==> src/rtl/frz_stat_cnt.sv <==
`timescale 1ns/1ps
module frz_stat_cnt #(
  parameter int WIDE_W   = 32,
  parameter int NARROW_W = 16,
  parameter int PEND_W   = 8,
  localparam int SEL_W   = (WIDE_W > 8) ? $clog2(WIDE_W/8) : 1
) (
  input  logic             clk,
  input  logic             rst_n,
  input  logic             event_i,
  input  logic             wide_i,
  input  logic             clr_mode_i,
  input  logic             rd_en_i,
  input  logic [SEL_W-1:0] rd_sel_i,
  output logic [7:0]       rd_data_o,
  input  logic             irq_mask_i,
  input  logic             irq_ack_i,
  output logic             irq_sts_o,
  output logic             irq_o
);
  localparam logic [SEL_W-1:0] TOP_W = SEL_W'(WIDE_W/8 - 1);
  localparam logic [SEL_W-1:0] TOP_N = SEL_W'(NARROW_W/8 - 1);

  logic [WIDE_W-1:0] cnt_q, cnt_d, act_mask, vis, pend_ext;
  logic [PEND_W-1:0] pend_q, pend_tot;
  logic              frz_q, sts_q, start, done, sts_set;

  assign act_mask = wide_i ? {WIDE_W{1'b1}}
                           : {{(WIDE_W-NARROW_W){1'b0}}, {NARROW_W{1'b1}}};
  assign vis      = cnt_q & act_mask;
  assign rd_data_o = vis[{rd_sel_i, 3'b000} +: 8];

  assign start    = rd_en_i && !frz_q && (rd_sel_i == (wide_i ? TOP_W : TOP_N));
  assign done     = rd_en_i && frz_q && (rd_sel_i == '0);
  assign pend_tot = pend_q + PEND_W'(event_i && !(&pend_q));
  assign pend_ext = {{(WIDE_W-PEND_W){1'b0}}, pend_tot};

  always_comb begin
    if (done)
      cnt_d = (clr_mode_i ? pend_ext : cnt_q + pend_ext) & act_mask;
    else if (frz_q || start)
      cnt_d = cnt_q;
    else
      cnt_d = (cnt_q + WIDE_W'(event_i)) & act_mask;
  end

  assign sts_set   = wide_i && !cnt_q[WIDE_W-1] && cnt_d[WIDE_W-1];
  assign irq_sts_o = sts_q;
  assign irq_o     = sts_q & irq_mask_i;

  always_ff @(posedge clk or negedge rst_n) begin
    if (!rst_n) begin
      cnt_q  <= '0;
      pend_q <= '0;
      frz_q  <= 1'b0;
      sts_q  <= 1'b0;
    end else begin
      cnt_q  <= cnt_d;
      frz_q  <= !done && (frz_q || start);
      pend_q <= (!done && (frz_q || start)) ? pend_tot : '0;
      sts_q  <= sts_set || (sts_q && !irq_ack_i);
    end
  end

  // input assumption: width mode is steady while a read is open
  p_mode_steady_r1: assert property (@(posedge clk) disable iff (!rst_n)
    frz_q |-> $stable(wide_i));

  p_frozen_r3: assert property (@(posedge clk) disable iff (!rst_n)
    frz_q && !(rd_en_i && rd_sel_i == '0) |=> $stable(cnt_q));

  p_clear_zero_r4: assert property (@(posedge clk) disable iff (!rst_n)
    frz_q && rd_en_i && rd_sel_i == '0 && clr_mode_i && !event_i && pend_q == '0
    |=> cnt_q == '0);

  p_hold_keep_r5: assert property (@(posedge clk) disable iff (!rst_n)
    frz_q && rd_en_i && rd_sel_i == '0 && !clr_mode_i && !event_i && pend_q == '0
    |=> (cnt_q & act_mask) == $past(cnt_q & act_mask));

  p_pend_sat_r7: assert property (@(posedge clk) disable iff (!rst_n)
    frz_q && (&pend_q) && !rd_en_i |=> (&pend_q));

  p_no_irq_narrow_r8: assert property (@(posedge clk) disable iff (!rst_n)
    !wide_i && !sts_q |=> !sts_q);

  p_sticky_r9: assert property (@(posedge clk) disable iff (!rst_n)
    sts_q && !irq_ack_i |=> sts_q);

  p_ack_r9: assert property (@(posedge clk) disable iff (!rst_n)
    sts_q && irq_ack_i && !wide_i |=> !sts_q);
endmodule

==> config.mk <==
export PLATFORM = sky130hd
export DESIGN_NAME = frz_stat_cnt
export DESIGN_NICKNAME = d
export VERILOG_FILES = /design/src/rtl/frz_stat_cnt.sv
export SDC_FILE = /design/constraint.sdc
export NUM_CORES = 1
export LEC_CHECK = 0
export BUFFER_PORTS_ARGS = -buffer_cell sky130_fd_sc_hd__clkbuf_2
export CORE_MARGIN = 2
export CORE_UTILIZATION = 40
export DETAILED_ROUTE_END_ITERATION = 6
export GPL_ROUTABILITY_DRIVEN = 0
export PLACE_DENSITY_LB_ADDON = 0.15
export SETUP_SLACK_MARGIN = 0.4
export SLEW_MARGIN = 20
export SYNTH_ARGS = -nofsm -noshare
export SYNTH_HDL_FRONTEND = slang
export SYNTH_SLANG_ARGS = --single-unit
==> constraint.sdc <==
create_clock -name clk -period 6.4 [get_ports clk]
set_input_delay 0.96 -clock clk [delete_from_list [all_inputs] [get_ports clk]]
set_output_delay 0.96 -clock clk [all_outputs]
set_load 0.02 [all_outputs]
==> reports/results.tsv <==
stage	metric	value	unit
worst_setup_path	cp_slowest_stage_delay	0.48	ns
clock_network	cts_tree	built	
clock_network	clkLatencyLatePin	0.30	ns
sta	slew_headroom	46.01	%
power_and_ir_drop	p_seq_share	41.9	%
clock_network	cts_buffers	5	
logic_synthesis	yosysMostFrequentCell	dfrtp_1	
final_layout	final_area	0.003867	mm²
floorplan	start_util	41.35	%
sta	finalCritPeriodShare	59.43	%
sta	fmax	262.9	MHz
global_routing	top_usage_layer	met2	
final_layout	nets	462	
floorplan	die_h	99.18	µm
logic_synthesis	yosysWarnings	0	
logic_synthesis	synth.net_count	460	
clock_network	cts_hold_buf	0	
routing	routed_wl	10.97	mm
logic_synthesis	synth_top_area_share	29.01	%
clock_network	root_buffer	clkbuf_8	
power_and_ir_drop	powerDensity	210.7	mW/mm²
logic_synthesis	yosys.area.top_type	dfrtp_1	
floorplan	fp.dieArea	0.009836	mm²
global_routing	grt_pass1_vias	3351	
logic_synthesis	synth_edf_count	0	
routing	postRouteAntennaNets	0	
power_and_ir_drop	clkPwrFrac	26.7	%
power_and_ir_drop	p_int	508.9	µW
job	maxCapViolations	0	
worst_setup_path	cp.required	6.61	ns
floorplan	num_rows	34	
global_routing	grt_pass1_wl	18.14	mm
routing	drc	0	
worst_setup_path	reg2reg_from	pend_q[3]$_DFF_PN0_	
routing	wire_per_inst	20.01	µm
worst_setup_path	arrival	4.01	ns
place	dp_hpwl	7.833	mm
power_and_ir_drop	p_leak	1.644	nW
floorplan	die_w	99.18	µm
global_routing	grtUsageMet1	32.23	%
worst_setup_path	worstSetupEndpointType	register	
logic_synthesis	avgSynthCellArea	8.292	µm²
sta	setup_tns	0	ns
worst_setup_path	cp_max_fo	6	
logic_synthesis	synth_cell_type_count	74	
logic_synthesis	yosysSeqAreaShare	29.01	%
worst_setup_path	crit_type	reg2reg	
routing	viasPerCell	6.359	
worst_hold_path	hp-start	cnt_q[31]$_DFF_PN0_	
worst_setup_path	rr_worst_depth	15	
power_and_ir_drop	ir_drop	0.1269	mV
sta	rsz0062_at_grt	false	
power_and_ir_drop	p_comb_share	31.5	%
final_layout	area_growth	6.733	%
worst_setup_path	crit_top_cell	ha_1	
floorplan	core	0.008763	mm²
clock_network	htree_levels	2	
worst_hold_path	hp-class	reg2reg	
place	post-place-ws	2.331	ns
place	dpl_cell_area	0.003759	mm²
logic_synthesis	synth_common_cells	dfrtp_1 (42), a21oi_1 (39), nand2_1 (39)	
global_routing	overflow	0	
sta	worst_pin_slew	0.8053	ns
sta	hold_viol_final	0	
logic_synthesis	synthTopCellsByArea	dfrtp_1 (29%), a21oi_1 (5.4%), mux2i_1 (5.2%)	
global_routing	antenna_found_initial	0	
clock_network	ctsResizeCount	0	
clock_network	path_clk_slew	0.09	ns
clock_network	clock_path_buffers	2	
final_layout	fillers	887	
place	dp_cells	540	
power_and_ir_drop	switching_share	37.56	%
clock_network	cts.sinks	42	
sta	setup_viol_count_final	0	
worst_setup_path	path_cells	and3_1 > nand2_1 > o21a_1 > ha_1 > ha_1 > nand3_1 > xor2_1 > inv_1 > ha_1 > and2_4 > a221o_1 > o31ai_4 > nor2_2 > mux2_4 > o221ai_1	
logic_synthesis	synth_cells	437	
power_and_ir_drop	switchingPower	306.1	µW
sta	slew_viol_final	0	
global_routing	grt_max_degree	43	
final_layout	fin_cells	548	
sta	fin_crit	3.803	ns
final_layout	antenna_cells	0	
routing	vias	3485	
clock_network	postCtsSetupBuffers	0	
floorplan	ios	20	
final_layout	drive_above_1_share	12.05	%
worst_setup_path	startpoint	pend_q[3]$_DFF_PN0_	
run_status	status	complete, no violations	
logic_synthesis	synth-seq-cells	42	
worst_setup_path	crit_slowest_cell	o31ai_4	
sta	finClkSkew	0.006750	ns
logic_synthesis	synthesis.area	0.003623	mm²
logic_synthesis	synthFlopType	dfrtp_1	
sta	whs	0.5043	ns
worst_setup_path	cp-start-kind	register	
sta	setup_ws	2.597	ns
global_routing	use_met3	2.811	%
routing	drt_pre_antenna_iters	5	
logic_synthesis	synthArstFlopShare	100.0	%
global_routing	grtUsageMet2	38.25	%
routing	drt_iter0_drc	248	
global_routing	grt_usage	23.23	%
worst_hold_path	hold_path_depth	1	
place	io_buffers	19	
## cells by family (layout without fill, tap and decap cells)
kind of cell	Yosys count	in the layout	synth area share, %
AO/OA/AOI/OAI	151	151	28.39
XOR/XNOR	20	20	4.834
multiplexers	22	22	6.284
adder cells (fa/ha/maj)	13	13	4.696
buffers and inverters	43	46	5.179
AND/OR/NAND/NOR	146	146	21.62
flip-flops	42	42	29.01
## layout make-up
type,count,area (µm²),share of cell area [%]
clock inverter,3,40.04,1.035
multi-input combinational,352,2391,61.82
timing repair buffer,23,125.1,3.235
inverter,15,56.30,1.456
tap,108,135.1,3.494
clock buffer,5,68.82,1.779
sequential,42,1051,27.18
## power groups by stage
stage / sequential (mW) / combinational, mW / clock (mW)
final: 0.341 / 0.257 / 0.217
after global routing: 0.345 / 0.286 / 0.234
after CTS: 0.339 / 0.257 / 0.221
after detailed placement: 0.345 / 0.256 / 0
after global placement: 0.346 / 0.252 / 0
after floorplan: 0.327 / 0.189 / 0
## per-stage QoR
| stage | util [%] | power, mW |
|---|---|---|
| after global routing | 44.13 | 0.8648 |
| after global placement | 42.89 | 0.5977 |
| final | 44.13 | 0.8150 |
| after CTS | 44.13 | 0.8171 |
| after detailed placement | 42.89 | 0.6012 |
| after floorplan | - | 0.5157 |
## registers in the layout (all words and copies together) (netlist names)
register	flops
cnt_q	32
pend_q	8
frz_q	1
irq_sts_o	1
## worst max-delay path, delay by kind of cell, from the launching register on
kind / cells / cell delay (ns)
and+or+nand+nor: 5 / 0.72
muxes: 1 / 0.32
xor gates and xnor gates: 1 / 0.23
DFF: 1 / 0.41
AOI/OAI and AO/OA: 4 / 1.20
adders and majority gates: 3 / 0.75
buffers and inverters: 1 / 0.07
## per-layer routing
metal / share of wire, % / vias to the layer above
li1: - / 1646
met1: 46 / 1695
met2: 47 / 126
met3: 5.3 / 18
met4: 1.9 / 0
met5: 0 / -
## final timing paths
kind / endpoint / slack, ns
min reg2reg: cnt_q[31]$_DFF_PN0_ / 0.50
max: cnt_q[29]$_DFFE_PN0N_ / 2.60
max reg2reg: cnt_q[29]$_DFFE_PN0N_ / 2.60
min: cnt_q[31]$_DFF_PN0_ / 0.50
max in group asynchronous: cnt_q[18]$_DFFE_PN0N_ / 5.25
min in group asynchronous: cnt_q[31]$_DFF_PN0_ / 0.74
## layout by cell type (no fill, tap or decap), types with 3 or more instances in the layout
cell type  count
dfrtp_1       42
nand2_1       39
a21oi_1       39
nor2_1        23
mux2i_1       19
clkbuf_2      19
nand3_1       18
o21ai_0       16
a31oi_1       16
inv_1         13
and3_1        12
xor2_1        12
ha_1          12
o22ai_1       11
and2_1        10
nand4_1        9
nor3_1         9
xnor2_1        8
o211ai_1       8
a211oi_1       8
a21o_1         6
o221ai_1       6
o21ai_1        5
or3_1          5
clkbuf_8       5
o21a_1         4
buf_4          4
nor2_2         3
nor4_1         3
Note: power is estimated with default switching activity, not from simulation.
